File: config.mk
export PLATFORM = sky130hd
export DESIGN_NAME = cfg_lock_guard
export DESIGN_NICKNAME = d
export VERILOG_FILES = /design/src/rtl/cfg_lock_pkg.sv /design/src/rtl/cfg_lock_keydec.sv /design/src/rtl/cfg_lock_fsm.sv /design/src/rtl/cfg_lock_regbank.sv /design/src/rtl/cfg_lock_guard.sv
export SDC_FILE = /design/constraint.sdc
export NUM_CORES = 1
export LEC_CHECK = 0
export ABC_CLOCK_PERIOD_IN_PS = 2400
export BUFFER_PORTS_ARGS = -buffer_cell sky130_fd_sc_hd__buf_2
export CORE_ASPECT_RATIO = 1.2
export CORE_MARGIN = 2
export CORE_UTILIZATION = 49
export DETAILED_ROUTE_END_ITERATION = 8
export PLACE_DENSITY = 0.68
export SYNTH_ARGS = -nofsm -noshare
export SYNTH_HDL_FRONTEND = slang
export SYNTH_SLANG_ARGS = --single-unit
File: constraint.sdc
create_clock -name clk_i -period 2.4 [get_ports clk_i]
set_clock_uncertainty 0.15 [all_clocks]
set_input_delay 0.12 -clock clk_i [delete_from_list [all_inputs] [get_ports clk_i]]
set_output_delay 0.12 -clock clk_i [all_outputs]
set_load 0.005 [all_outputs]
File: src/rtl/cfg_lock_pkg.sv
package cfg_lock_pkg;
  localparam int unsigned DATA_W = 32;

  typedef enum logic [1:0] {
    LK_SOFT = 2'd0,
    LK_OPEN = 2'd1,
    LK_HARD = 2'd2
  } lock_state_e;

  localparam logic [DATA_W-1:0] KEY_OPEN   = 32'hFC60_0309;
  localparam logic [DATA_W-1:0] KEY_FREEZE = 32'hDEAD_DEAD;

  localparam logic [DATA_W-1:0] RB_SOFT = 32'h0000_0000;
  localparam logic [DATA_W-1:0] RB_OPEN = 32'h0000_0001;
  localparam logic [DATA_W-1:0] RB_HARD = 32'h0000_0010;

  function automatic logic [DATA_W-1:0] lock_readback(lock_state_e s);
    case (s)
      LK_OPEN: return RB_OPEN;
      LK_HARD: return RB_HARD;
      default: return RB_SOFT;
    endcase
  endfunction
endpackage

File: src/rtl/cfg_lock_keydec.sv
module cfg_lock_keydec
  import cfg_lock_pkg::*;
#(
  parameter bit HARD_LOCK_EN = 1'b1
) (
  input  logic [DATA_W-1:0] key_i,
  output lock_state_e       state_o
);
  logic hit_open, hit_freeze;

  assign hit_open   = (key_i == KEY_OPEN);
  assign hit_freeze = (key_i == KEY_FREEZE);

  generate
    if (HARD_LOCK_EN) begin : g_hard
      always_comb begin
        if (hit_open)        state_o = LK_OPEN;
        else if (hit_freeze) state_o = LK_HARD;
        else                 state_o = LK_SOFT;
      end
    end else begin : g_legacy
      always_comb begin
        state_o = hit_open ? LK_OPEN : LK_SOFT;
      end
    end
  endgenerate
endmodule

File: src/rtl/cfg_lock_fsm.sv
module cfg_lock_fsm
  import cfg_lock_pkg::*;
#(
  parameter bit HARD_LOCK_EN = 1'b1
) (
  input  logic        clk_i,
  input  logic        rst_ni,
  input  logic        key_wr_i,
  input  lock_state_e key_state_i,
  output lock_state_e state_o
);
  lock_state_e state_q;

  always_ff @(posedge clk_i or negedge rst_ni) begin
    if (!rst_ni)                            state_q <= LK_SOFT;
    else if (key_wr_i && state_q != LK_HARD) state_q <= key_state_i;
  end

  assign state_o = state_q;

  AST_HARD_STICKY: assert property (@(posedge clk_i) disable iff (!rst_ni)
    state_q == LK_HARD |=> state_q == LK_HARD);

  AST_KEY_FOLLOW: assert property (@(posedge clk_i) disable iff (!rst_ni)
    (key_wr_i && state_q != LK_HARD) |=> state_q == $past(key_state_i));

  AST_STATE_LEGAL: assert property (@(posedge clk_i) disable iff (!rst_ni)
    state_q inside {LK_SOFT, LK_OPEN, LK_HARD});

  generate
    if (!HARD_LOCK_EN) begin : g_no_hard
      AST_LEGACY_NO_HARD: assert property (@(posedge clk_i) disable iff (!rst_ni)
        key_wr_i |=> state_q != LK_HARD);
    end
  endgenerate
endmodule

File: src/rtl/cfg_lock_regbank.sv
module cfg_lock_regbank
  import cfg_lock_pkg::*;
#(
  parameter int unsigned     NUM_CFG      = 4,
  parameter logic [DATA_W-1:0] CFG_RST_BASE = 32'h0000_0000
) (
  input  logic                           clk_i,
  input  logic                           rst_ni,
  input  logic [NUM_CFG-1:0]             wr_sel_i,
  input  logic [DATA_W-1:0]              wdata_i,
  output logic [NUM_CFG-1:0][DATA_W-1:0] cfg_o
);
  generate
    for (genvar i = 0; i < NUM_CFG; i++) begin : g_reg
      localparam logic [DATA_W-1:0] RST_VAL = CFG_RST_BASE + DATA_W'(i);
      logic [DATA_W-1:0] q;
      always_ff @(posedge clk_i or negedge rst_ni) begin
        if (!rst_ni)          q <= RST_VAL;
        else if (wr_sel_i[i]) q <= wdata_i;
      end
      assign cfg_o[i] = q;
    end
  endgenerate

  AST_SEL_ONEHOT: assert property (@(posedge clk_i) disable iff (!rst_ni)
    $onehot0(wr_sel_i));
endmodule

File: src/rtl/cfg_lock_guard.sv
module cfg_lock_guard
  import cfg_lock_pkg::*;
#(
  parameter int unsigned       ADDR_W       = 4,
  parameter int unsigned       NUM_CFG      = 4,
  parameter bit                HARD_LOCK_EN = 1'b1,
  parameter logic [31:0]       CFG_RST_BASE = 32'h0000_0000
) (
  input  logic              clk_i,
  input  logic              rst_ni,
  input  logic              wr_en_i,
  input  logic              rd_en_i,
  input  logic [ADDR_W-1:0] addr_i,
  input  logic [31:0]       wdata_i,
  output logic [31:0]       rdata_o,
  output logic              write_error_o
);
  localparam logic [ADDR_W-1:0] KEY_ADDR = '0;

  lock_state_e state, key_state;
  logic [NUM_CFG-1:0]             addr_hit, wr_sel;
  logic [NUM_CFG-1:0][DATA_W-1:0] cfg;
  logic is_key, reject, key_wr;
  logic [DATA_W-1:0] rd_val, rdata_q;
  logic err_q;

  assign is_key = (addr_i == KEY_ADDR);

  generate
    for (genvar i = 0; i < NUM_CFG; i++) begin : g_dec
      assign addr_hit[i] = (addr_i == ADDR_W'(i + 1));
      assign wr_sel[i]   = wr_en_i && addr_hit[i] && (state == LK_OPEN);
    end
  endgenerate

  // hard lock blocks all; soft lock blocks all but the key word
  assign reject = wr_en_i && ((state == LK_HARD) || (state == LK_SOFT && !is_key));
  assign key_wr = wr_en_i && is_key;

  cfg_lock_keydec #(.HARD_LOCK_EN(HARD_LOCK_EN)) u_keydec (
    .key_i   (wdata_i),
    .state_o (key_state)
  );

  cfg_lock_fsm #(.HARD_LOCK_EN(HARD_LOCK_EN)) u_fsm (
    .clk_i       (clk_i),
    .rst_ni      (rst_ni),
    .key_wr_i    (key_wr),
    .key_state_i (key_state),
    .state_o     (state)
  );

  cfg_lock_regbank #(.NUM_CFG(NUM_CFG), .CFG_RST_BASE(CFG_RST_BASE)) u_bank (
    .clk_i    (clk_i),
    .rst_ni   (rst_ni),
    .wr_sel_i (wr_sel),
    .wdata_i  (wdata_i),
    .cfg_o    (cfg)
  );

  always_comb begin
    rd_val = '0;
    if (is_key) rd_val = lock_readback(state);
    for (int i = 0; i < NUM_CFG; i++) begin
      if (addr_hit[i]) rd_val = cfg[i];
    end
  end

  always_ff @(posedge clk_i or negedge rst_ni) begin
    if (!rst_ni) begin
      rdata_q <= '0;
      err_q   <= 1'b0;
    end else begin
      if (rd_en_i) rdata_q <= rd_val;
      err_q <= reject;
    end
  end

  assign rdata_o       = rdata_q;
  assign write_error_o = err_q;

  AST_REJECT_HOLDS_BANK: assert property (@(posedge clk_i) disable iff (!rst_ni)
    reject |=> $stable(cfg));

  AST_ERR_AFTER_WRITE: assert property (@(posedge clk_i) disable iff (!rst_ni)
    write_error_o |-> $past(wr_en_i));

  AST_OPEN_NO_ERR: assert property (@(posedge clk_i) disable iff (!rst_ni)
    (wr_en_i && state == LK_OPEN) |=> !write_error_o);

  AST_UNLOCK_KEY: assert property (@(posedge clk_i) disable iff (!rst_ni)
    (key_wr && wdata_i == KEY_OPEN && state != LK_HARD) |=> state == LK_OPEN);

  AST_RD_HOLD: assert property (@(posedge clk_i) disable iff (!rst_ni)
    !rd_en_i |=> $stable(rdata_o));

  AST_HARD_REJECT: assert property (@(posedge clk_i) disable iff (!rst_ni)
    (wr_en_i && state == LK_HARD) |=> write_error_o);
endmodule

==> impl_metrics.toml, run 1 <==
[run_status]
status = "finished clean"

[detailed_routing]
ant_nets = 0
wl_per_cell_um = 19.5
drt-initial-drc-count = 273
drc = 0
vias_per_cell = 5.78
drt_first_pass_iters = 5
via_count = 4938
wl_um = 16700

[power]
vdd_drop_max_uv = 497
p_leak_uw = 0.00387
p_per_area_nw_per_um2 = 848

[sta]
fmax_mhz = 486
fin_crit_ns = 2.06
slew_headroom_pct = 52.6
rsz0062_at_grt = "no"
final_max_slew_viol_count = 0
hold_viol = 0
holdWs_ns = 0.0569
finalCritPeriodShare_pct = 85.7
worst_pin_slew_ns = 0.710
setup_viol = 0
tns_ns = 0

[final_layout]
fill_cells = 1146
seqCellArea_um2 = 4080
fin_cells = 854
post-route-util_pct = 60.5
drive_above_1_share_pct = 37.3
final_nets = 707
insertedDiodeCount = 0
syn_to_final_growth_pct = 21.6
multiInputGateArea_um2 = 2840

[clocking]
cts.clk_slew.worst_paths_ns = 0.06
htreeDepth = 4
ctsRootBufferMaster = "clkbuf_16"
cts_tree = "yes"
cts_setup_buffers = 0
clock_path_buffers = 2
insertion_delay_ns = 0.43
cts_made_buffers = 17
cts.sinks = 163

[synthesis]
netlist_area_um2 = 7110
yosysWarnings = 0
ys_ff_latch = 163
ys_types = 37
synth_seq_area_share_pct = 57.5
synth_nets = 603
syn_avg_cell_area_um2 = 12.6
syn_inst = 563

[die]
die_w_um = 114
start_util_pct = 49.7
die-area_um2 = 15500
num_rows = 48
die_h_um = 136
core_area_um2 = 14300
io_pins = 73

[run]
max_cap_viol_count = 0

[place]
hpwlAfterDp_um = 10600
place_inst = 789
io_buffer_count = 72
place.gp.congestion = 0.799

[grt]
overflow = 0
antenna_found_initial = 0
grt_pass1_wl_um = 26600
grt_max_degree = 63
grt_pass1_vias = 5086
grt_use_total_pct = 22.6

[critical_path]
worst-path-max-fanout = 23
required_ns = 2.56
ff2ff_path_depth = 5
r2r-end = "u_bank.g_reg[2].q[26]$_DFFE_PN0P_"
crit_type = "reg -> reg"
startpoint_type = "register"
rrSetupSlack_ns = 0.34
reg2reg_from = "u_fsm.state_o[1]$_DFFE_PN0P_"
worst_setup_path_end_kind = "register"
crit_arrival_ns = 2.22

[hold_path]
hp-class = "in -> async"
## routing by layer
metal  GRT usage [%]  routed length [um]  vias up  part of all wire [%]
met5               0                   0        -                     0
met4            9.82                 385        0                   2.3
met3            4.19                 715       29                   4.3
met2            36.1                8140      134                    49
met1            30.4                7450     2508                    45
li1                -                   -     2267                     -
## worst max-delay path: stages (launching register included)
cell	delay [ns]
dfrtp_1	0.42
inv_1	0.10
nand3_1	0.25
nor2_2	0.23
buf_4	0.39
mux2_2	0.39
## stage by stage
stage	setup WS [ns]	cell area [um2]	total power (uW)
finish	0.343	8640	7330
global route	0.272	8640	7660
CTS	0.376	8640	7390
detailed placement	0.386	7700	4580
global placement	0.410	7700	4490
floorplan	0.606	7110	4200
## synthesized netlist by cell type
cell	count	area, um2
a211oi_1	2	15.0
a22o_1	1	8.76
a31oi_1	30	188
buf_1	1	3.75
buf_2	4	20.0
buf_4	9	67.6
clkbuf_1	27	101
dfrtp_1	159	3980
dfstp_2	4	105
inv_1	4	15.0
mux2_1	5	56.3
mux2_2	123	1390
mux2i_1	2	20.0
nand2_1	31	116
nand3_1	3	15.0
nand4_1	5	31.3
nand4b_1	1	8.76
nand4bb_1	1	11.3
nor2_1	64	240
nor2_4	1	11.3
nor2b_1	2	12.5
nor3_1	1	5.00
nor3_4	1	16.3
nor4_1	5	31.3
nor4b_1	1	8.76
nor4b_2	2	30.0
nor4bb_1	3	30.0
o211a_1	1	10.0
o211ai_1	30	225
o21ai_0	2	10.0
o22a_1	1	8.76
o22ai_1	2	12.5
o2bb2ai_1	30	263
o32ai_1	2	17.5
or3b_1	1	8.76
or4_1	1	7.51
or4b_1	1	10.0
## layout by cell type, fill, tap and decap left out, types with 4 or more instances in the layout
master / n
a31oi_1: 30
buf_2: 71
buf_4: 18
clkbuf_16: 17
dfrtp_1: 159
dfstp_2: 4
dlygate4sd3_1: 34
inv_1: 4
mux2_1: 5
mux2_2: 123
nand2_1: 31
nand4_1: 5
nor2_1: 63
nor4_1: 5
o211ai_1: 30
o2bb2ai_1: 30
## cells by family after synthesis
group                  Yosys count  share of synthesized area (%)
and+or+nand+nor                124                           8.36
muxes                          130                           20.6
AOI/OAI and AO/OA              101                           10.7
buffers and inverters           45                           2.92
DFF                            163                           57.5
## where the power goes
group	switching, uW	internal (uW)	total, uW
Sequential	284	3310	3590
Combinational	421	561	982
Clock	1050	1710	2760
Total	1750	5580	7330
## state kept, by name (all words and copies together), names as in the netlist
name	flops
u_bank.g.q	128
rdata_o	32
u_fsm.state_o	2
write_error_o	1
## worst max-delay path by stage
stage | start | end | cells after the start
floorplan | u_fsm.state_o[1]$_DFFE_PN0P_ | u_bank.g_reg[2].q[10]$_DFFE_PN0P_ | 5
global placement | addr_i[1] | u_bank.g_reg[3].q[6]$_DFFE_PN0P_ | 5
detailed placement | u_fsm.state_o[1]$_DFFE_PN0P_ | u_bank.g_reg[2].q[4]$_DFFE_PN0P_ | 5
CTS | u_fsm.state_o[1]$_DFFE_PN0P_ | u_bank.g_reg[2].q[26]$_DFFE_PN0P_ | 5
global route | u_fsm.state_o[1]$_DFFE_PN0P_ | u_bank.g_reg[2].q[26]$_DFFE_PN0P_ | 5
finish | u_fsm.state_o[1]$_DFFE_PN0P_ | u_bank.g_reg[2].q[26]$_DFFE_PN0P_ | 5
## area by class of cell
class	count	area share, %
Multi-Input combinational cell	355	32.8
Sequential cell	163	47.3
Clock inverter	8	1.46
Clock buffer	23	5.53
Tap cell	175	2.53
Inverter	4	0.174
Timing Repair Buffer	126	10.2
## timing repair
action,4_1_cts,5_1_grt
setup endpoints to repair,0,0
hold endpoints to repair,290,0
gates resized for setup,0,0
hold buffers,34,0
Note: power is estimated with default switching activity, not from simulation.
==> run 2: changes to the inputs <==
Settings changed: CTS_BUF_LIST set to sky130_fd_sc_hd__clkbuf_16.
==> run 2 against run 1 <==
  * Fmax grew 0.16%
  * Hold slack gained 0.0068 ns
  * Worst setup slack gained 0.0033 ns
  * Sequential share of layout area grew 0.15 points
  * Via count shrank 0.49%
  * Critical endpoint unchanged
==> impl_metrics.toml, run 2 (synthesized netlist as in run 1, its figures left out) <==
[grt]
grt_max_degree = 63
grt_pass1_wl_um = 26500
antenna_found_initial = 0
overflow = 0
grt_use_total_pct = 22.4
grt_pass1_vias = 5129

[sta]
slew_headroom_pct = 51.8
setup_viol = 0
final_max_slew_viol_count = 0
fmax_mhz = 487
rsz0062_at_grt = "no"
fin_crit_ns = 2.05
finalCritPeriodShare_pct = 85.6
holdWs_ns = 0.0637
worst_pin_slew_ns = 0.723
tns_ns = 0
hold_viol = 0
fin_ws_ns = 0.346

[detailed_routing]
wl_um = 16600
drc = 0
wl_per_cell_um = 19.4
vias_per_cell = 5.75
drt_first_pass_iters = 4
via_count = 4914
drt-initial-drc-count = 294
ant_nets = 0

[final_layout]
syn_to_final_growth_pct = 21.2
final_nets = 707
largest_reg_flops = 128
stdcell_area_um2 = 8610
fill_cells = 1150
final_cell_mix = "159 x dfrtp_1, 123 x mux2_2, 71 x buf_2, 63 x nor2_1, 34 x dlygate4sd3_1"
layout_commonest_cell = "dfrtp_1"
drive_above_1_share_pct = 36.8
largest_register = "u_bank.g.q"

[place]
dpl-instance-area_um2 = 7700
pre_cts_ws_ns = 0.386
io_buffer_count = 72
hpwlAfterDp_um = 10600
place.gp.congestion = 0.799

[critical_path]
worst_setup_path_end_kind = "register"
slowest_stage = "dfrtp_1"
rrSetupSlack_ns = 0.35
r2r-end = "u_bank.g_reg[2].q[26]$_DFFE_PN0P_"
ff2ff_path_depth = 5
worstPathCellList = "inv_1 -> nand3_1 -> nor2_2 -> buf_4 -> mux2_2"
reg2reg_from = "u_fsm.state_o[1]$_DFFE_PN0P_"
startpoint_type = "register"
crit_type = "reg -> reg"
required_ns = 2.56
crit_start = "u_fsm.state_o[1]$_DFFE_PN0P_"
crit_buf_inv = 2
worst-path-max-fanout = 23
critPathTopFamily = "simple AND/OR/NAND/NOR gates"
crit_arrival_ns = 2.22
critical-path-max-stage-delay_ns = 0.42

[die]
die_h_um = 136
die_w_um = 114
io_pins = 73
core_area_um2 = 14300
die-area_um2 = 15500
num_rows = 48
start_util_pct = 49.7

[power]
power_uw = 7210
p_leak_uw = 0.00387
p_per_area_nw_per_um2 = 837
vdd_drop_max_uv = 488

[clocking]
cts_hold_buffers = 34
clock_path_buffers = 2
ctsRootBufferMaster = "clkbuf_16"
insertion_delay_ns = 0.43
cts.clk_slew.worst_paths_ns = 0.06
cts_resized = 0
cts_tree = "yes"
htreeDepth = 4
cts_made_buffers = 17
cts.sinks = 163
cts_setup_buffers = 0

[run]
max_cap_viol_count = 0

[hold_path]
hp-class = "in -> async"

[run_status]
status = "finished clean"
-- run 2: cell types whose count changed in the layout (fill, tap and decap cells not counted), sizes merged --
cell / before / now
clkbuf: 23 / 17
clkinv: 2 / 5
inv: 4 / 7
diode: 0 / 1
-- run 2: worst max-delay path by stage --
stage	to	slack, ns	depth (start not counted)
finish	u_bank.g_reg[2].q[26]$_DFFE_PN0P_	0.35	5
global route	u_bank.g_reg[2].q[26]$_DFFE_PN0P_	0.27	5
CTS	u_bank.g_reg[2].q[26]$_DFFE_PN0P_	0.38	5
detailed placement	u_bank.g_reg[2].q[4]$_DFFE_PN0P_	0.39	5
global placement	u_bank.g_reg[3].q[6]$_DFFE_PN0P_	0.41	5
floorplan	u_bank.g_reg[2].q[10]$_DFFE_PN0P_	0.61	5
-- run 2: power by group --
| part | internal [uW] | switching [uW] | total [uW] |
|---|---|---|---|
| Combinational | 560 | 420 | 980 |
| Sequential | 3310 | 282 | 3590 |
| Clock | 1600 | 1040 | 2640 |
| Total | 5470 | 1740 | 7210 |
-- run 2: area by class of cell --
class | instances | area [um2] | share of cell area (%)
clock buffers | 17 | 425 | 4.94
well taps | 175 | 219 | 2.54
diodes | 1 | 2.50 | 0.0291
clock inverters | 14 | 149 | 1.73
flip-flops and latches | 163 | 4080 | 47.4
multi-input cells | 355 | 2840 | 32.9
inverters | 4 | 15.0 | 0.174
repair buffers | 126 | 882 | 10.2
-- run 2: worst reg2reg max path, delay by kind of cell (launching register included) --
kind | cells | cell delay [ns]
flip-flops | 1 | 0.42
multiplexers | 1 | 0.40
buffers and inverters | 2 | 0.48
AND/OR/NAND/NOR | 2 | 0.49
-- run 2: metal layers --
metal | vias to the layer above | wire [um] | global-route usage [%]
met3 | 30 | 770 | 4.15
met2 | 134 | 8110 | 36.3
li1 | 2270 | - | -
met1 | 2480 | 7300 | 29.8
met4 | 0 | 383 | 9.49
met5 | - | 0 | 0
-- run 2: stage by stage --
stage	utilization, %	cells
2_1_floorplan	-	563
3_3_place_gp	53.8	789
3_5_place_dp	53.8	789
4_1_cts	60.2	854
5_1_grt	60.2	854
6_report	60.3	855
